### config.mk
export PLATFORM = sky130hd
export DESIGN_NAME = host_mailbox
export DESIGN_NICKNAME = d
export VERILOG_FILES = /design/src/rtl/mbx_pkg.sv /design/src/rtl/mbx_fifo.sv /design/src/rtl/mbx_host_regs.sv /design/src/rtl/host_mailbox.sv
export SDC_FILE = /design/constraint.sdc
export NUM_CORES = 1
export LEC_CHECK = 0
export BUFFER_PORTS_ARGS = -buffer_cell sky130_fd_sc_hd__buf_2
export CORE_MARGIN = 4
export CORE_UTILIZATION = 40
export CTS_CLUSTER_SIZE = 25
export DETAILED_ROUTE_END_ITERATION = 12
export PLACE_DENSITY_LB_ADDON = 0.3
export SLEW_MARGIN = 5
export SYNTH_ARGS = -nofsm -noshare
export SYNTH_HDL_FRONTEND = slang
export SYNTH_SLANG_ARGS = --single-unit
### constraint.sdc
create_clock -name clk -period 3.8 [get_ports clk]
set_clock_uncertainty 0.05 [all_clocks]
set_input_delay 0.38 -clock clk [delete_from_list [all_inputs] [get_ports clk]]
set_output_delay 0.38 -clock clk [all_outputs]
set_load 0.01 [all_outputs]
### src/rtl/mbx_pkg.sv
package mbx_pkg;
    localparam int WIN_BYTES = 16;
    localparam int OFF_W     = $clog2(WIN_BYTES);
    localparam int DATA_W    = 8;
    localparam int TYPE_W    = 3;
    localparam int PAD_W     = DATA_W - 2 - TYPE_W;

    localparam logic [OFF_W-1:0] OFF_MBOX = OFF_W'(0);
    localparam logic [OFF_W-1:0] OFF_STAT = OFF_W'(1);
    localparam logic [OFF_W-1:0] OFF_PROM = OFF_W'(2);

    typedef struct packed {
        logic [OFF_W-1:0]  off;
        logic [DATA_W-1:0] data;
    } mbx_entry_t;

    typedef struct packed {
        logic              pending;
        logic [DATA_W-1:0] data;
        logic [TYPE_W-1:0] kind;
    } mbox_t;

    function automatic logic [DATA_W-1:0] pack_status(input logic pending,
                                                      input logic full,
                                                      input logic [TYPE_W-1:0] kind);
        return {~pending, full, kind, {PAD_W{1'b0}}};
    endfunction
endpackage

### src/rtl/mbx_fifo.sv
module mbx_fifo
    import mbx_pkg::*;
#(
    parameter int DEPTH = 16
) (
    input  logic       clk,
    input  logic       rst,
    input  logic       push,
    input  mbx_entry_t push_entry,
    input  logic       pop,
    output mbx_entry_t head,
    output logic       empty,
    output logic       full,
    output logic       dropped
);
    localparam int PTR_W = (DEPTH > 1) ? $clog2(DEPTH) : 1;
    localparam int CNT_W = $clog2(DEPTH + 1);
    localparam logic [PTR_W-1:0] LAST = PTR_W'(DEPTH - 1);

    mbx_entry_t       store [DEPTH];
    logic [PTR_W-1:0] wr_ptr, rd_ptr;
    logic [CNT_W-1:0] count;
    logic             pop_ok, push_ok;

    assign empty   = (count == '0);
    assign full    = (count == CNT_W'(DEPTH));
    assign pop_ok  = pop && !empty;
    assign push_ok = push && (!full || pop_ok);
    assign head    = store[rd_ptr];

    always_ff @(posedge clk) begin
        if (rst) begin
            wr_ptr  <= '0;
            rd_ptr  <= '0;
            count   <= '0;
            dropped <= 1'b0;
        end else begin
            dropped <= push && !push_ok;
            if (push_ok) begin
                wr_ptr <= (wr_ptr == LAST) ? '0 : wr_ptr + 1'b1;
            end
            if (pop_ok) begin
                rd_ptr <= (rd_ptr == LAST) ? '0 : rd_ptr + 1'b1;
            end
            if (push_ok && !pop_ok) begin
                count <= count + 1'b1;
            end else if (pop_ok && !push_ok) begin
                count <= count - 1'b1;
            end
        end
    end

    always_ff @(posedge clk) begin
        if (push_ok) begin
            store[wr_ptr] <= push_entry;
        end
    end

    assert_no_overflow_R3: assert property (@(posedge clk) disable iff (rst)
        count <= CNT_W'(DEPTH));
    assert_full_drop_R3: assert property (@(posedge clk) disable iff (rst)
        (push && full && !pop) |=> (dropped && full));
    assert_pop_empty_R10: assert property (@(posedge clk) disable iff (rst)
        (pop && empty && !push) |=> empty);
    assert_pop_full_push_R4: assert property (@(posedge clk) disable iff (rst)
        (push && pop && full) |=> (full && !dropped));
endmodule

### src/rtl/mbx_host_regs.sv
module mbx_host_regs
    import mbx_pkg::*;
(
    input  logic              clk,
    input  logic              rst,
    input  logic              host_wr,
    input  logic              host_rd,
    input  logic [OFF_W-1:0]  host_addr,
    input  logic [DATA_W-1:0] host_wdata,
    input  logic              fifo_full,
    input  logic              post,
    input  logic [DATA_W-1:0] post_data,
    input  logic [TYPE_W-1:0] post_type,
    output logic [DATA_W-1:0] host_rdata,
    output logic              irq_n,
    output logic              sda,
    output logic              scl
);
    mbox_t mbox;
    logic  rd_mbox;

    assign rd_mbox = host_rd && (host_addr == OFF_MBOX);
    assign irq_n   = ~mbox.pending;

    always_ff @(posedge clk) begin
        if (rst) begin
            mbox <= '0;
            sda  <= 1'b1;
            scl  <= 1'b1;
        end else begin
            if (post) begin
                mbox.pending <= 1'b1;
                mbox.data    <= post_data;
                mbox.kind    <= post_type;
            end else if (rd_mbox) begin
                mbox.pending <= 1'b0;
            end
            if (host_wr && host_addr == OFF_PROM) begin
                sda <= host_wdata[1];
                scl <= host_wdata[0];
            end
        end
    end

    always_comb begin
        unique case (host_addr)
            OFF_MBOX: host_rdata = mbox.data;
            OFF_STAT: host_rdata = pack_status(mbox.pending, fifo_full, mbox.kind);
            default:  host_rdata = '0;
        endcase
    end

    assert_irq_set_R5: assert property (@(posedge clk) disable iff (rst)
        post |=> !irq_n);
    assert_irq_clear_R6: assert property (@(posedge clk) disable iff (rst)
        (rd_mbox && !post) |=> irq_n);
    assert_stat_read_keeps_R6: assert property (@(posedge clk) disable iff (rst)
        (!post && !rd_mbox) |=> $stable(irq_n));
    assert_pad_zero_R5: assert property (@(posedge clk) disable iff (rst)
        (host_addr == OFF_STAT) |-> (host_rdata[PAD_W-1:0] == '0));
endmodule

### src/rtl/host_mailbox.sv
module host_mailbox
    import mbx_pkg::*;
#(
    parameter int FIFO_DEPTH = 16
) (
    input  logic              clk,
    input  logic              rst,
    input  logic              host_wr,
    input  logic              host_rd,
    input  logic [OFF_W-1:0]  host_addr,
    input  logic [DATA_W-1:0] host_wdata,
    output logic [DATA_W-1:0] host_rdata,
    output logic              host_irq_n,
    output logic              host_drop,
    output logic              prom_sda,
    output logic              prom_scl,
    input  logic              ctl_pop,
    output logic              ctl_empty,
    output logic [OFF_W-1:0]  ctl_off,
    output logic [DATA_W-1:0] ctl_data,
    input  logic              ctl_post,
    input  logic [DATA_W-1:0] ctl_post_data,
    input  logic [TYPE_W-1:0] ctl_post_type
);
    mbx_entry_t in_entry, head;
    logic       full;

    assign in_entry = '{off: host_addr, data: host_wdata};
    assign ctl_off  = head.off;
    assign ctl_data = head.data;

    mbx_fifo #(.DEPTH(FIFO_DEPTH)) i_fifo (
        .clk        (clk),
        .rst        (rst),
        .push       (host_wr),
        .push_entry (in_entry),
        .pop        (ctl_pop),
        .head       (head),
        .empty      (ctl_empty),
        .full       (full),
        .dropped    (host_drop)
    );

    mbx_host_regs i_regs (
        .clk        (clk),
        .rst        (rst),
        .host_wr    (host_wr),
        .host_rd    (host_rd),
        .host_addr  (host_addr),
        .host_wdata (host_wdata),
        .fifo_full  (full),
        .post       (ctl_post),
        .post_data  (ctl_post_data),
        .post_type  (ctl_post_type),
        .host_rdata (host_rdata),
        .irq_n      (host_irq_n),
        .sda        (prom_sda),
        .scl        (prom_scl)
    );
endmodule

# Yosys cells after proc, flatten, opt, wreduce, memory -nomap -nowiden
# Memories as Yosys holds them, arrays and structs flattened. A register that Yosys moved wholly into a read port is not among the register bits.
# Cells that the tools add are included.
[word_totals] ff_bits=28 latchBits=0 ram_bits=192 rom_bits=0 in_bits=29 output_inout_bits=25 elab_cells=47 n_memories=1
[classes] addsub=4 multipliers=0 n_div=0 order_cmp=0 eq_ne=5 shift=0 mux=11 bitwise_logic=1 reduce_logical=16
[memory_table] name="i_fifo.store" depth=16 width=12 read_ports=1 rd_ports_with_merged_regs=1 wr=1 line="mbx_fifo.sv:20" rtl="mbx_entry_t store [DEPTH];"
[op_table] cell="two-way mux 4 bit" count=4
[op_table] cell="case mux 8 bit (2 select lines)" count=1
[op_table] cell="two-way mux 5 bit" count=2
[op_table] cell="adder 4 x 1 -> 4 bit, second input constant" count=2
[op_table] cell="== test 4 bit, second input constant" count=2
[op_table] cell="logical AND 1 bit" count=7
[op_table] cell="adder 5 x 1 -> 5 bit, second input constant" count=1
[op_table] cell="== test 5 bit, second input constant" count=1
[op_table] cell="logical NOT 5 bit" count=1
[op_table] cell="subtractor 5 x 1 -> 5 bit, second input constant" count=1
[op_table] cell="== test 4 x 1 -> 1 bit, second input constant" count=1
[op_table] cell="== test 4 x 2 -> 1 bit, second input constant" count=1
[op_table] cell="logical NOT 1 bit" count=4
[op_table] cell="logical NOT 4 bit" count=1
[op_table] cell="two-way mux 1 bit" count=4
[op_table] cell="nonzero test 2 bit" count=2
[op_table] cell="logical OR 1 bit" count=1
[op_table] cell="inverter 1 bit" count=1

# Longest topological paths before layout
[depth] depth_word=9 mapped_depth=11 ltp_nobuf=10

# Hierarchy
# From an unflattened synthesis, not the netlist that was laid out.
[unflattened] hier_cells=484 hier_area_um2=8849.7
[by_module_without_submodules] mod="mbx_fifo" n_inst=1 cells_each=416 area_per_inst_um2=8216.6 seq_area_each_um2=6125.9
[by_module_without_submodules] mod="mbx_host_regs" n_inst=1 cells_each=68 area_per_inst_um2=633.1 seq_area_each_um2=280.3

# Worst setup path before layout
# Ideal clock, no wire load.
[synth_timing] kind="flip-flop to flip-flop" startpoint="register i_fifo.count[0]" endpoint="register i_fifo.count[4]" setup_ns=0.121 arrival_time_ns=2.660 required_ns=3.629 path_slack_ns=0.969 stages_incl_launch_ff=12 synth_period_minus_slack_ns=2.831 cell_sequence="dfxtp_1 > or4_4 > buf_6 > o31ai_4 > inv_1 > ha_1 > inv_1 > ha_1 > a21oi_1 > a211oi_1 > a31oi_1 > mux2_2"
[synth_via] elab_chain_cells=8 elab_cells_between_ends=16
[synth_lines] element="start, declared" line="mbx_fifo.sv:22" rtl="logic [CNT_W-1:0] count;"
[synth_lines] element="start signal, assigned" line="mbx_fifo.sv:46" rtl="count <= count + 1'b1;"
[synth_lines] element="start signal, assigned" line="mbx_fifo.sv:48" rtl="count <= count - 1'b1;"
[synth_lines] element="logical NOT 5 bit" line="mbx_fifo.sv:25" rtl="assign empty = (count == '0);"
[synth_lines] element="logical NOT 1 bit" line="mbx_fifo.sv:27" rtl="assign pop_ok = pop && !empty;"
[synth_lines] element="logical AND 1 bit" line="mbx_fifo.sv:27"
[synth_lines] element="logical OR 1 bit *" line="mbx_fifo.sv:28" rtl="assign push_ok = push && (!full || pop_ok);"
[synth_lines] element="logical AND 1 bit *" line="mbx_fifo.sv:28"
[synth_lines] element="via i_fifo.push_ok" line="mbx_fifo.sv:23" rtl="logic pop_ok, push_ok;"
[synth_lines] element="logical NOT 1 bit" line="mbx_fifo.sv:47" rtl="end else if (pop_ok && !push_ok) begin"
[synth_lines] element="logical AND 1 bit" line="mbx_fifo.sv:47"
[synth_lines] element="nonzero test 2 bit (no source line)"
# The timed path passes the listed nets; every way through them passes the cells marked *. The select of a mux whose other input is x is not followed.
# A chain may end at the register's enable or synchronous reset.

# Final worst setup path
# Ends and elaborated chain as after synthesis.

==> flow_metrics.tcl <==
set metrics [dict create \
    synth_cells 477 \
    swShare_pct 24.12 \
    fillCellCount 1756 \
    post_synth_instance_area_um2 8782 \
    grt_pass1_wl_mm 28.66 \
    timing.final.ws_setup_ns 0.7994 \
    cts_max_level 1 \
    register_area_um2 6411 \
    synthArstFlopShare_pct 0 \
    grt_setup_unrepaired "false" \
    grt_pass1_vias 4892 \
    fin_setup_tns_ns 0 \
    overflow 0 \
    ctsHoldBuffers 0 \
    cts_made_buffers 24 \
    area_growth_pct 17.99 \
    start_util_pct 41.26 \
    die_area_um2 24390 \
    synthTopCellsByArea "edfxtp_1, mux4_2, dfxtp_1" \
    postCtsSetupBuffers 0 \
    layout-drive-gt1-share_pct 30.05 \
    avgViaCountPerCell 5.409 \
    dr.pass1.iters 4 \
    post-route-drc-count 0 \
    num_rows 53 \
    synth_edf_count 192 \
    core_area_um2 21290 \
    ys.warnings.count 0 \
    switching_power_mw 1.543 \
    p_leak_nw 3.477 \
    antenna_cells 0 \
    wirelength_mm 18.54 \
    antenna_found_initial 0 \
    insertion_delay_ns 0.50 \
    place_congestion 0.7794 \
    dr_total_vias 4565 \
    endpoint_kind "flip-flop" \
    critPathMaxFanout 7 \
    die_height_um 156.2 \
    dp_slack_ns 0.8205 \
    multiInputGateArea_um2 2291 \
    grt_max_degree 28 \
    clock_path_buffers 3 \
    internal_power_mw 4.854 \
    path_class "reg -> reg" \
    min_path_type "in -> reg" \
    root_buffer "clkbuf_16" \
    finalHoldViolations 0 \
    ff2ff_path_depth 10 \
    status "finished, final reports clean" \
    min_path_cells 3 \
    p_seq_share_pct 44.8 \
    ir_drop_uv 344.1 \
    ys_types 40 \
    nNetsFinal 590 \
    finalSetupViolCount 0 \
    maxSlewViolCount 0 \
    ctsResizeCount 0 \
    combPwrFrac_pct 15.8 \
    startpoint_type "flip-flop" \
    required_ns 4.14 \
    ys_seq_area_share_pct 72.94 \
    power.share.clock_pct 39.4 \
    ioPinCount 54 \
    synth_top_area_share_pct 65.65 \
    ys_seq_elements 224 \
    cts_sinks 224 \
    drtAntennaViolNets 0 \
    dp_hpwl_mm 11.28 \
    max_freq_ghz 0.3333 \
    cts_tree "done" \
    drt_iter0_markers 369 \
    port_buffers 53 \
    drv_cap 0 \
    p_per_area_nw_per_um2 617.3 \
    die_width_um 156.2 \
    yosysTopAreaCell "edfxtp_1" \
    max_slew.worst_pin.slew_ns 0.9649 \
    grtUsageTotal_pct 15.46 \
    cp_data_arrival_time_ns 3.34 \
    wl_per_cell_um 21.96 \
    fin_crit_ns 3.001 \
    timing.final.crit_share_pct 78.96 \
    syn_nets 516 \
    synth_flop_cell "edfxtp_1" \
    clk_pin_slew_ns 0.06 \
    slew_headroom_pct 35.43 \
    synth_area_per_cell_um2 18.41 \
]
-- synthesized netlist by cell type (2+ instances only) --
library cell,number
edfxtp_1,192
mux4_2,48
nor2_1,42
dfxtp_1,32
nand2_1,26
a22oi_1,24
mux2i_1,18
clkbuf_1,16
a21oi_1,9
ha_1,9
inv_1,8
nand3_1,6
buf_2,5
and2_1,4
nor3_1,4
a311o_1,3
nor4_1,3
a211oi_1,2
nand2b_1,2
nor2b_1,2
xnor2_1,2
xor2_1,2
-- worst paths after layout --
| kind | startpoint | endpoint | slack [ns] |
|---|---|---|---|
| worst max register to register | i_fifo.count[0] | i_fifo.count[4] | 0.80 |
| worst min register to register | i_regs.sda | i_regs.sda | 0.43 |
| worst min-delay path | ctl_post_data[1] | i_regs.mbox[4] | 0.07 |
| worst max-delay path | i_fifo.count[0] | i_fifo.count[4] | 0.80 |
-- state kept, by name (all words and copies together) (netlist names), named ones only --
signal          flops
i_fifo.count        5
i_fifo.dropped      1
i_fifo.rd_ptr       4
i_fifo.store      192
i_fifo.wr_ptr       4
i_regs.mbox        12
i_regs.scl          1
i_regs.sda          1
-- critical path, cell delays in order (launching register included) --
cell      delay [ns]
dfxtp_1         0.36
or4_4           0.63
o31ai_4         0.30
inv_1           0.08
ha_1            0.22
inv_1           0.16
ha_1            0.30
a21oi_1         0.18
a211oi_1        0.10
a31oi_1         0.18
mux2_2          0.34
-- cells in the final DEF (no fill, tap or decap), drive strengths merged, types with 3 or more instances in the layout --
| master | Yosys | layout |
|---|---|---|
| mux4 | 48 | 48 |
| dfxtp | 32 | 32 |
| clkbuf | 16 | 28 |
| a22oi | 24 | 24 |
| clkinvlp | 0 | 4 |
| inv | 8 | 8 |
| nor2 | 42 | 42 |
| edfxtp | 192 | 192 |
| nor3 | 4 | 4 |
| ha | 9 | 9 |
| nand2 | 26 | 26 |
| a311o | 3 | 3 |
| buf | 7 | 71 |
| bufinv | 0 | 6 |
| a21oi | 9 | 9 |
| mux2i | 18 | 18 |
| clkinv | 0 | 6 |
| nand3 | 6 | 6 |
| nor4 | 3 | 3 |
| and2 | 4 | 4 |
-- per-stage QoR --
step | power [mW] | instances | area [um2] | hold WS [ns] | utilization (%)
3_3_place_gp | 3.909 | 800 | 9489 | 0.4076 | 44.58
2_1_floorplan | 3.643 | 477 | 8782 | 0.4015 | -
3_5_place_dp | 3.947 | 800 | 9489 | 0.4149 | 44.58
6_report | 6.397 | 844 | 10360 | 0.06702 | 48.68
4_1_cts | 6.466 | 844 | 10360 | 0.04972 | 48.68
5_1_grt | 6.678 | 844 | 10360 | 0.06331 | 48.68
-- metal layers --
layer | part of all wire (%) | vias up | track usage, %
met5 | 0 | - | 0
met4 | 1.8 | 0 | 3.388
met3 | 5.9 | 26 | 2.524
met2 | 49 | 130 | 25.89
met1 | 44 | 2347 | 21.54
li1 | - | 2062 | -
-- power by group through the flow --
stage	Clock [mW]	Combinational [mW]	Sequential, mW
floorplan	0	0.804	2.84
CTS	2.57	1.03	2.87
global route	2.69	1.10	2.89
global placement	0	0.995	2.91
finish	2.52	1.01	2.87
detailed placement	0	1.02	2.92
-- area by class of cell --
class                           count  share of cell area [%]
Timing Repair Buffer               71                   3.985
Multi-Input combinational cell    222                   22.11
Sequential cell                   224                   61.87
Inverter                            8                  0.2898
Clock inverter                     16                   2.391
Clock buffer                       28                   6.037
Tap cell                          275                   3.320
-- cell families (layout without fill, tap and decap cells) --
logic type      count (synthesis)  after routing  share of synthesized area (%)
flops                         224            224                          72.94
compound gates                 47             47                          4.388
simple gates                   94             94                          4.787
xor+xnor                        4              4                         0.3990
fa+ha+maj                      10             10                          1.510
buf+inv                        31            123                          1.482
mux                            67             67                          14.49
Power figures use the tool's default switching activity.
